$ cat src/rtl/swc_pkg.sv
// Shared definitions for the swallow counter controller.
// Assumes nothing beyond standard SystemVerilog.
package swc_pkg;

    // Which part of the count cycle the controller is in.
    typedef enum logic {
        PH_SWALLOW = 1'b0,   // swallow counter still running, prescaler at P+1
        PH_MAIN    = 1'b1    // swallow done, prescaler at P
    } swc_phase_e;

endpackage

$ cat src/rtl/swc_prog_regs.sv
// Shadow registers for the programmed N and A values.
// Repairs illegal settings (N = 0 becomes 1, A > N becomes N) as values are captured.
// During reset, the load outputs pass the repaired inputs straight through,
// so the counters start from the current inputs.
// Assumes cfg_n and cfg_a are stable whenever cfg_wr or reset is active.
module swc_prog_regs #(
    parameter int W = 8
) (
    input  logic         clk,
    input  logic         rst_n,
    input  logic         cfg_wr,
    input  logic [W-1:0] cfg_n,
    input  logic [W-1:0] cfg_a,
    output logic [W-1:0] n_ld,
    output logic [W-1:0] a_ld
);
    localparam logic [W-1:0] VAL_ONE = 1;

    logic [W-1:0] n_fix, a_fix;
    logic [W-1:0] n_q, a_q;

    // Repair the incoming pair so that 1 <= N and A <= N.
    always_comb begin
        n_fix = (cfg_n == '0) ? VAL_ONE : cfg_n;
        a_fix = (cfg_a > n_fix) ? n_fix : cfg_a;
    end

    // Capture on reset or on a write strobe.
    always_ff @(posedge clk) begin
        if (!rst_n || cfg_wr) begin
            n_q <= n_fix;
            a_q <= a_fix;
        end
    end

    // Values the counters take at their next load.
    always_comb begin
        n_ld = rst_n ? n_q : n_fix;
        a_ld = rst_n ? a_q : a_fix;
    end

    // The stored pair always satisfies the repair rules.
    assert_pair_legal_R7: assert property (@(posedge clk) disable iff (!rst_n)
        (n_q != '0) && (a_q <= n_q));

endmodule

$ cat src/rtl/swc_down_counter.sv
// Loadable down-counter that stops at zero.
// Loads load_val on reset or on load; otherwise decrements until it reaches zero.
// Assumes load_val is stable during the cycle in which it is loaded.
module swc_down_counter #(
    parameter int W = 8
) (
    input  logic         clk,
    input  logic         rst_n,
    input  logic         load,
    input  logic [W-1:0] load_val,
    output logic [W-1:0] cnt
);
    localparam logic [W-1:0] STEP = 1;

    // Load, or count down and hold at zero.
    always_ff @(posedge clk) begin
        if (!rst_n || load) begin
            cnt <= load_val;
        end else if (cnt != '0) begin
            cnt <= cnt - STEP;
        end
    end

    // A load puts the requested value into the counter.
    assert_reload_value_R4: assert property (@(posedge clk) disable iff (!rst_n)
        load |=> (cnt == $past(load_val)));

endmodule

$ cat src/rtl/dual_mod_swallow_ctl.sv
// Dual-modulus swallow counter controller.
// Both counters run on the prescaler output clock. mod_ctl is low while the
// swallow counter is non-zero and high after it runs out. div_out pulses in the
// last state of the N-clock cycle, and that pulse reloads both counters.
// Assumes a synchronous, active-low reset and cfg inputs held stable during reset.
module dual_mod_swallow_ctl
    import swc_pkg::*;
#(
    parameter int W = 8
) (
    input  logic         clk,
    input  logic         rst_n,
    input  logic         cfg_wr,
    input  logic [W-1:0] cfg_n,
    input  logic [W-1:0] cfg_a,
    output logic         mod_ctl,
    output logic         div_out
);
    localparam logic [W-1:0] LAST_N = 1;

    logic [W-1:0] n_ld, a_ld;
    logic [W-1:0] n_cnt, a_cnt;
    logic         reload;
    swc_phase_e   phase;

    swc_prog_regs #(.W(W)) u_regs (
        .clk    (clk),
        .rst_n  (rst_n),
        .cfg_wr (cfg_wr),
        .cfg_n  (cfg_n),
        .cfg_a  (cfg_a),
        .n_ld   (n_ld),
        .a_ld   (a_ld)
    );

    swc_down_counter #(.W(W)) u_main_cnt (
        .clk      (clk),
        .rst_n    (rst_n),
        .load     (reload),
        .load_val (n_ld),
        .cnt      (n_cnt)
    );

    swc_down_counter #(.W(W)) u_swallow_cnt (
        .clk      (clk),
        .rst_n    (rst_n),
        .load     (reload),
        .load_val (a_ld),
        .cnt      (a_cnt)
    );

    // The main counter's terminal state ends the cycle and requests a reload.
    always_comb begin
        div_out = (n_cnt == LAST_N);
        reload  = div_out;
    end

    // Prescaler ratio follows the swallow counter's progress.
    always_comb begin
        phase   = (a_cnt == '0) ? PH_MAIN : PH_SWALLOW;
        mod_ctl = (phase == PH_MAIN);
    end

    // Once high, the select stays high until the cycle ends.
    assert_select_holds_R3: assert property (@(posedge clk) disable iff (!rst_n)
        (mod_ctl && !div_out) |=> mod_ctl);

    // The select rises only as the swallow count runs out.
    assert_select_rise_R2: assert property (@(posedge clk) disable iff (!rst_n)
        ($past(rst_n) && $rose(mod_ctl)) |-> ($past(a_cnt) == LAST_N));

    // Reloading a swallow count of zero starts the cycle with the select high.
    assert_zero_swallow_R5: assert property (@(posedge clk) disable iff (!rst_n)
        (div_out && (a_ld == '0)) |=> mod_ctl);

endmodule

$ cat config.mk
export PLATFORM = sky130hd
export DESIGN_NAME = dual_mod_swallow_ctl
export DESIGN_NICKNAME = d
export VERILOG_FILES = /design/src/rtl/swc_pkg.sv /design/src/rtl/swc_prog_regs.sv /design/src/rtl/swc_down_counter.sv /design/src/rtl/dual_mod_swallow_ctl.sv
export SDC_FILE = /design/constraint.sdc
export NUM_CORES = 1
export LEC_CHECK = 0
export BUFFER_PORTS_ARGS = -buffer_cell sky130_fd_sc_hd__buf_2
export CAP_MARGIN = 5
export CELL_PAD_IN_SITES_DETAIL_PLACEMENT = 1
export CELL_PAD_IN_SITES_GLOBAL_PLACEMENT = 2
export CORE_ASPECT_RATIO = 0.75
export CORE_UTILIZATION = 38
export DETAILED_ROUTE_END_ITERATION = 8
export PLACE_DENSITY = 0.91
export SETUP_SLACK_MARGIN = 0.05
export SLEW_MARGIN = 10
export SYNTH_ARGS = -nofsm -noshare
export SYNTH_HDL_FRONTEND = slang
export SYNTH_SLANG_ARGS = --single-unit
export TNS_END_PERCENT = 1
$ cat constraint.sdc
create_clock -name clk -period 2 [get_ports clk]
set_input_delay 0 -clock clk [delete_from_list [all_inputs] [get_ports clk]]
set_output_delay 0 -clock clk [all_outputs]
set_load 0.02 [all_outputs]
== Yosys cells after proc, flatten, opt, wreduce, memory -nomap -nowiden ==
Cells that the tools add are included.
Storage, ports and cells
  flip-flop bits (word level): 32
  bits in latches: 0
  bits in writable memories: 0
  bits in read-only memories: 0
  input bits: 19
  word-level logic and storage cells: 26
  memories kept: 0
Cells by class
  add/sub/neg operators: 2
  $mul: 0
  div/mod/pow operators: 0
  order comparisons: 1
  equal/unequal tests: 1
  shifts and indexed selects: 0
  muxes and demuxes: 9
  bitwise operators: 0
  reductions and logical operators: 9
Operator list (number)
  $mux 8: 8
  $logic_not 8->1: 2
  $reduce_bool 8->1: 2
  $sub 8x1->8 const B: 2
  $eq 8x1->1 const B: 1
  $gt 8x8->1: 1
  $reduce_bool 2->1: 2
  $logic_or 1x1->1: 2
  $logic_not 1->1: 1
  $mux 1: 1

== Depth between registers and ports, before layout ==
Gate-level depths: netlist of the first run.
  depth after elaboration: 6
  depth in mapped cells: 9
  gate-level depth less buffers: 8

== Cells and area by module ==
A second synthesis of the first run with hierarchy kept.
Unflattened totals
  cells, all modules: 223
  area, all modules: 2144.6 um2
Modules (own cells, without submodules)
  swc_prog_regs: instances 1, cells an instance 121, area each 1154.9 um2, sequential area each 480.5 um2
  swc_down_counter: instances 2, cells an instance 48, area each 475.5 um2, sequential area each 240.2 um2
  dual_mod_swallow_ctl: instances 1, cells an instance 6, area each 38.8 um2, sequential area each 0.0 um2

== Worst setup path before layout of the first run ==
No wires, ideal clock.
  kind: register to register
  start: register u_swallow_cnt.cnt[4]
  end: register u_swallow_cnt.cnt[0], enable pin
  arrival: 1.860 ns
  data required time: 1.658 ns
  slack: -0.202 ns
  cell stages (with the launch flop): 4
  buffers on the path: 0
  path through: edfxtp_1 -> or4_4 -> nor4b_2 -> nand3_1
Between the ends
  cells in the longest elaborated chain, start to end: 2
RTL lines
  start: declaration: line swc_down_counter.sv:11  | output logic [W-1:0] cnt
  start signal: assignment: line swc_down_counter.sv:18  | cnt <= load_val;
  start signal: assignment: line swc_down_counter.sv:20  | cnt <= cnt - STEP;
  $reduce_bool 8->1: line swc_down_counter.sv:19  | end else if (cnt != '0) begin
  $reduce_bool 2->1 (no line)
Every way passes these cells.
A chain may end at the register's enable or synchronous reset.

== Final worst setup path of the first run ==
  start: register u_swallow_cnt.cnt[4]
  end: register u_swallow_cnt.cnt[7], data pin
Between the ends
  cells in the longest elaborated chain, start to end: 3
RTL lines
  $sub 8x1->8: line swc_down_counter.sv:20
  $mux 8: line swc_down_counter.sv:19
  $mux 8: line swc_down_counter.sv:17  | if (!rst_n || load) begin
Every way passes these cells. The select of a mux whose other input is x is not followed.

==> impl_metrics.json, run 1 <==
{
  "outcome": "complete, no violations",
  "antenna_left": 0,
  "synthMuxAreaShare_pct": 0.532,
  "syn_nets": 239,
  "clock_sinks": 32,
  "drv_cap": 0,
  "drt_first_pass_iters": 4,
  "min_from": "cfg_a[1]",
  "numCtsBuffers": 5,
  "drt-wirelength-per-cell_um": 17.5,
  "nets": 276,
  "drc": 0,
  "grt_pass1_vias": 1725,
  "tightest_slew_ns": 0.739,
  "htreeDepth": 2,
  "synth-main-ff-cell": "edfxtp_1",
  "synth_top_family_by_area": "compound AO/OA/AOI/OAI gates",
  "reg2reg_depth": 5,
  "p_per_area_nw_per_um2": 809,
  "grt_pass1_wl_um": 9030,
  "gp_congestion": 0.838,
  "rsz0062_at_grt": "yes",
  "timing.rr.start": "u_swallow_cnt.cnt[4]$_DFFE_PP_",
  "synthesis.area_um2": 2120,
  "synth.distinct_cells": 44,
  "min_path_type": "primary input to flop",
  "slowest_delay_ns": 0.60,
  "syn_to_final_growth_pct": 22.9,
  "grtUsageTotal_pct": 21.2,
  "synth-simple-area-share_pct": 18.3,
  "avgSynthCellArea_um2": 10.2,
  "clk_latency_ns": 0.29,
  "synthTopCellsByArea": "edfxtp_1, ha_1, o21ai_1, o211ai_1, xnor2_1",
  "synth_cells": 208,
  "layout-drive-gt1-share_pct": 25.6,
  "drt_iter0_markers": 79,
  "seq_area_frac_synth_pct": 45.4,
  "setup-tns-final_ns": 0,
  "antenna_found_initial": 0,
  "total_power_mw": 2.11,
  "setup_viol": 0,
  "slowest_stage": "or4_4",
  "hold_depth": 3,
  "layout.area.seq_um2": 961,
  "synth_edf_count": 32,
  "clk_pin_slew_ns": 0.07,
  "dpl.cell_count": 305,
  "cts_buffer_depth": 2,
  "pre_cts_ws_ns": -0.226,
  "dpl-instance-area_um2": 2400,
  "core-area_um2": 5350,
  "drv_slew": 0,
  "arrival_ns": 1.97,
  "final_cell_area_um2": 2600,
  "reg2reg_slack_ns": 0.04,
  "yosysWarnings": 0,
  "min_to": "u_regs.a_q[1]$_DFFE_PP_",
  "final_cells": 321,
  "min_period_over_period_pct": 98.1,
  "reg2reg_to": "u_swallow_cnt.cnt[7]$_DFFE_PP_",
  "final_hold_viol_count": 0,
  "diodes": 0,
  "start_util_pct": 39.5,
  "crit_chain": "or4_4 > nor4_4 > xor2_1 > a31oi_1 > o311ai_2",
  "synth_top_area_share_pct": 45.4,
  "row_count": 23,
  "synthAdderAreaFrac_pct": 7.10,
  "io_buffers": 20,
  "ys_ff_latch": 32,
  "tritoncts": "done",
  "clock_skew_ns": 0.00722,
  "vias": 1710,
  "path_class": "flop to flop",
  "drt-total-wl_um": 5610,
  "p_leak_nw": 1.04,
  "dp_hpwl_um": 4080,
  "yosysTopAreaCell": "edfxtp_1",
  "fin_ws_ns": 0.0374,
  "die_x_um": 88.2,
  "crit_required_ns": 2.00,
  "grt-ovfl-total": 0,
  "synth_compound_area_share_pct": 18.6,
  "cp_max_fo": 3,
  "final_cell_mix": "edfxtp_1, o21ai_1, buf_2, buf_4, inv_1",
  "fill_cells": 607,
  "async_reset_ff_share_pct": 0,
  "period_needed_ns": 1.96,
  "synth_xor_area_share_pct": 3.73,
  "endpoint_kind": "flop",
  "vias_per_cell": 5.33,
  "slew_headroom_pct": 50.7,
  "boundaryPins": 21,
  "die_h_um": 66.6,
  "cp-start-kind": "flop",
  "max_freq_ghz": 0.510,
  "ctsRootBufferMaster": "clkbuf_8",
  "max-vdd-ir-drop_uv": 327,
  "die_area_um2": 5870,
  "grt_max_degree": 41,
  "final_common_cell": "edfxtp_1",
  "multi_input_area_um2": 1070
}
[registers in the layout (all words and copies together) (netlist names)]
register,cells
u_swallow_cnt.cnt,8
u_regs.a_q,8
u_regs.n_q,8
u_main_cnt.cnt,8
[repair_timing]
action,4_1_cts,5_1_grt
endpoints found under the hold margin,7,0
resized for setup,1,7
pin swaps,1,1
endpoints found under the setup margin,1,17
setup buffers,1,0
hold buffers,7,0
[routing by layer]
| metal | wire, um | vias to the layer above | global-route usage (%) |
|---|---|---|---|
| met3 | 256 | 9 | 5.70 |
| met2 | 2370 | 37 | 29.7 |
| met5 | 0 | - | 0 |
| li1 | - | 846 | - |
| met4 | 83 | 0 | 6.45 |
| met1 | 2890 | 818 | 31.4 |
[cells in the mapped netlist (2+ instances only)]
cell       n
nor2_2     3
a21oi_1    6
nand3_1    8
or4_1      2
o21ai_1   21
nand2_1   11
nor3b_1    2
inv_1     14
xnor2_1    7
or4_4      2
o31ai_1    4
o311ai_1   4
nor2_1     9
o21ai_0   10
buf_4      2
clkbuf_1  12
a21o_1     4
xor2_1     2
nor2b_1    8
buf_2      2
edfxtp_1  32
and4_1     2
ha_1      12
o211ai_1   9
[per-stage QoR]
step	hold slack, ns	util [%]
finish	0.0628	48.6
global route	0.0675	48.6
CTS	0.0501	47.9
detailed placement	0.196	44.8
global placement	0.192	44.8
floorplan	0.167	-
[worst max path at each step]
stage                                   start                        endpoint  slack (ns)  cells after the start
6_report       u_swallow_cnt.cnt[4]$_DFFE_PP_  u_swallow_cnt.cnt[7]$_DFFE_PP_        0.04                      5
5_1_grt        u_swallow_cnt.cnt[4]$_DFFE_PP_  u_swallow_cnt.cnt[7]$_DFFE_PP_       -0.01                      5
3_3_place_gp                         cfg_n[5]  u_swallow_cnt.cnt[7]$_DFFE_PP_       -0.14                      8
3_5_place_dp                         cfg_n[5]  u_swallow_cnt.cnt[0]$_DFFE_PP_       -0.23                      8
2_1_floorplan  u_swallow_cnt.cnt[4]$_DFFE_PP_  u_swallow_cnt.cnt[0]$_DFFE_PP_        0.08                      3
4_1_cts        u_swallow_cnt.cnt[5]$_DFFE_PP_  u_swallow_cnt.cnt[7]$_DFFE_PP_        0.04                      5
[layout make-up]
| cell class | instances | share of cell area [%] |
|---|---|---|
| Multi-Input combinational cell | 145 | 41.3 |
| Tap cell | 75 | 3.61 |
| Clock inverter | 2 | 0.433 |
| Sequential cell | 32 | 36.9 |
| Clock buffer | 6 | 2.79 |
| Inverter | 14 | 2.02 |
| Timing Repair Buffer | 47 | 12.9 |
[worst max-delay path, delay by kind of cell (launching register included)]
kind / cells / cell delay (ns)
AND/OR/NAND/NOR: 2 / 0.76
flip-flops: 1 / 0.40
AO/OA/AOI/OAI: 2 / 0.37
XOR/XNOR: 1 / 0.14
[cell families after synthesis]
family,after synthesis
buffers and inverters,31
xor gates and xnor gates,9
DFF,32
muxes,1
and+or+nand+nor,60
AOI/OAI and AO/OA,63
adders and majority gates,12
[where the power goes]
group | internal [mW] | leakage, nW | switching (mW)
Combinational | 0.295 | 0.667 | 0.327
Sequential | 0.885 | 0.338 | 0.103
Clock | 0.241 | 0.0388 | 0.254
Power figures use the tool's default switching activity.
==> run 2: changes to the inputs <==
- ABC_AREA: not set -> 1
- CORE_UTILIZATION: 38 -> 36
==> impl_metrics.json, run 2 <==
{
  "final_core_util_pct": 43.8,
  "drc": 0,
  "cp-start-kind": "flop",
  "synth_top_family_by_area": "simple AND/OR/NAND/NOR gates",
  "vias_per_cell": 4.92,
  "drt-wirelength-per-cell_um": 15.7,
  "max-vdd-ir-drop_uv": 360,
  "synthAdderAreaFrac_pct": 7.18,
  "drt-total-wl_um": 5350,
  "met1Wirelength_um": 2690,
  "clk_pin_slew_ns": 0.07,
  "synth-main-ff-cell": "edfxtp_1",
  "ys_ff_latch": 32,
  "avgSynthCellArea_um2": 8.71,
  "io_buffers": 20,
  "crit_chain": "nor2_2 > nand2_1 > inv_2 > nand3_4 > nand2_4 > inv_2 > nand2_1",
  "layout-drive-gt1-share_pct": 15.1,
  "routed-wl-met3_um": 259,
  "min_period_over_period_pct": 88.8,
  "start_util_pct": 38.2,
  "slew_headroom_pct": 65.0,
  "slowest_delay_ns": 0.44,
  "final_hold_viol_count": 0,
  "final_cell_mix": "nand2_1, inv_1, edfxtp_1, nor2_1, nand3_1",
  "synth-simple-area-share_pct": 26.4,
  "grt-ovfl-total": 0,
  "grt_pass1_wl_um": 8850,
  "core-area_um2": 5470,
  "yosysMostFrequentCell": "nand2_1",
  "setup_viol": 0,
  "gp_congestion": 0.819,
  "crit_required_ns": 1.95,
  "ctsRootBufferMaster": "clkbuf_8",
  "drv_slew": 0,
  "syn_to_final_growth_pct": 14.4,
  "nets": 296,
  "dr.max_layer_used": "met4",
  "seq_area_frac_synth_pct": 46.0,
  "synth_xor_area_share_pct": 3.35,
  "yosysWarnings": 0,
  "row_count": 23,
  "synth_compound_area_share_pct": 7.24,
  "drv_cap": 0,
  "synth_edf_count": 32,
  "grt_pass1_vias": 1736,
  "final_cells": 340,
  "drt_first_pass_iters": 4,
  "p_per_area_nw_per_um2": 781,
  "slowest_stage": "edfxtp_1",
  "syn_nets": 271,
  "clock_skew_ns": 0.00244,
  "multi_input_area_um2": 930,
  "cts.repair.resized": 0,
  "path_buf_inv": 2,
  "synth_common_cells": "nand2_1, inv_1, edfxtp_1",
  "synth_top_area_share_pct": 46.0,
  "final_cell_area_um2": 2390,
  "yosysTopAreaCell": "edfxtp_1",
  "diodes": 0,
  "min_path_type": "primary input to flop",
  "cp_max_fo": 12,
  "synth.distinct_cells": 29,
  "die_x_um": 90.0,
  "setup-tns-final_ns": 0,
  "grt_max_degree": 17,
  "boundaryPins": 21,
  "layout.area.seq_um2": 961,
  "cts_hold_buf": 7,
  "synth_cells": 240,
  "dpl.cell_count": 326,
  "tightest_slew_ns": 0.524,
  "max_freq_ghz": 0.563,
  "met2_length_um": 2310,
  "arrival_ns": 1.73,
  "synthTopCellsByArea": "edfxtp_1, nand2_1, ha_1, inv_1, nand3_1",
  "rsz0062_at_grt": "no",
  "synthesis.area_um2": 2090,
  "period_needed_ns": 1.78,
  "total_power_mw": 1.87,
  "die_area_um2": 6120,
  "endpoint_kind": "flop",
  "synthMuxAreaShare_pct": 0,
  "fill_cells": 663,
  "cts_buffer_depth": 2,
  "die_h_um": 68,
  "antenna_left": 0,
  "cts_setup_buffers": 0,
  "grtUsageTotal_pct": 19.4,
  "numCtsBuffers": 5,
  "vias": 1673,
  "outcome": "complete, no violations",
  "clock_sinks": 32,
  "drt_iter0_markers": 99,
  "tritoncts": "done",
  "antenna_found_initial": 0,
  "htreeDepth": 2,
  "p_leak_nw": 1.09,
  "dp_hpwl_um": 4160,
  "cp_top_family": "simple AND/OR/NAND/NOR gates",
  "clk_latency_ns": 0.29,
  "path_class": "flop to flop",
  "dpl-instance-area_um2": 2250,
  "async_reset_ff_share_pct": 0,
  "final_common_cell": "nand2_1"
}
[run 2: changes by cell type after synthesis, moves of 13 or more]
cell	before	now
nor2_1	9	22
inv_1	14	39
nand2_1	11	50
o21ai_1	21	0
nand3_1	8	22
[run 2: layer usage]
metal | global-route usage, % | up-vias
met5 | 0 | -
met4 | 8.87 | 0
met3 | 3.67 | 7
met2 | 32.3 | 40
met1 | 25.1 | 795
li1 | - | 831
[run 2: power by group]
group	switching (mW)	leakage (nW)	internal, mW	total (mW)
registers	0.0749	0.336	0.869	0.944
clock network	0.245	0.0391	0.230	0.475
logic	0.276	0.715	0.175	0.451
total	0.596	1.09	1.27	1.87
[run 2: final timing paths]
| path | startpoint | to | slack [ns] | cells past startpoint |
|---|---|---|---|---|
| worst min-delay path | cfg_n[0] | u_regs.n_q[0]$_DFFE_PP_ | 0.05 | 3 |
| worst max register to register | u_main_cnt.cnt[4]$_DFFE_PP_ | u_swallow_cnt.cnt[0]$_DFFE_PP_ | 0.22 | 7 |
| worst max-delay path | u_main_cnt.cnt[4]$_DFFE_PP_ | u_swallow_cnt.cnt[0]$_DFFE_PP_ | 0.22 | 7 |
| worst min register to register | u_regs.n_q[5]$_DFFE_PP_ | u_main_cnt.cnt[5]$_DFFE_PP_ | 0.57 | 2 |
[run 2: cell type report]
class,instances,share of cell area [%]
clock buffers,5,2.88
clock inverters,2,0.314
inverters,41,6.43
multi-input cells,157,38.9
flip-flops and latches,32,40.2
well taps,75,3.92
repair buffers,28,7.43
[run 2: tightest hold or removal path, delay by kind of cell]
kind	cells	cell delay [ns]
buffers and inverters	2	0.17
AND/OR/NAND/NOR	1	0.06
[run 2: metrics by stage]
step           hold WS (ns)  worst slack [ns]
2_1_floorplan         0.167             0.220
3_3_place_gp          0.192             0.182
3_5_place_dp          0.194             0.123
4_1_cts              0.0442             0.187
5_1_grt              0.0819            0.0942
6_report             0.0503             0.223
[run 2: cell families after synthesis]
| logic type | count (synthesis) |
|---|---|
| buf+inv | 51 |
| xor+xnor | 8 |
| fa+ha+maj | 12 |
| simple gates | 115 |
| flops | 32 |
| compound gates | 22 |
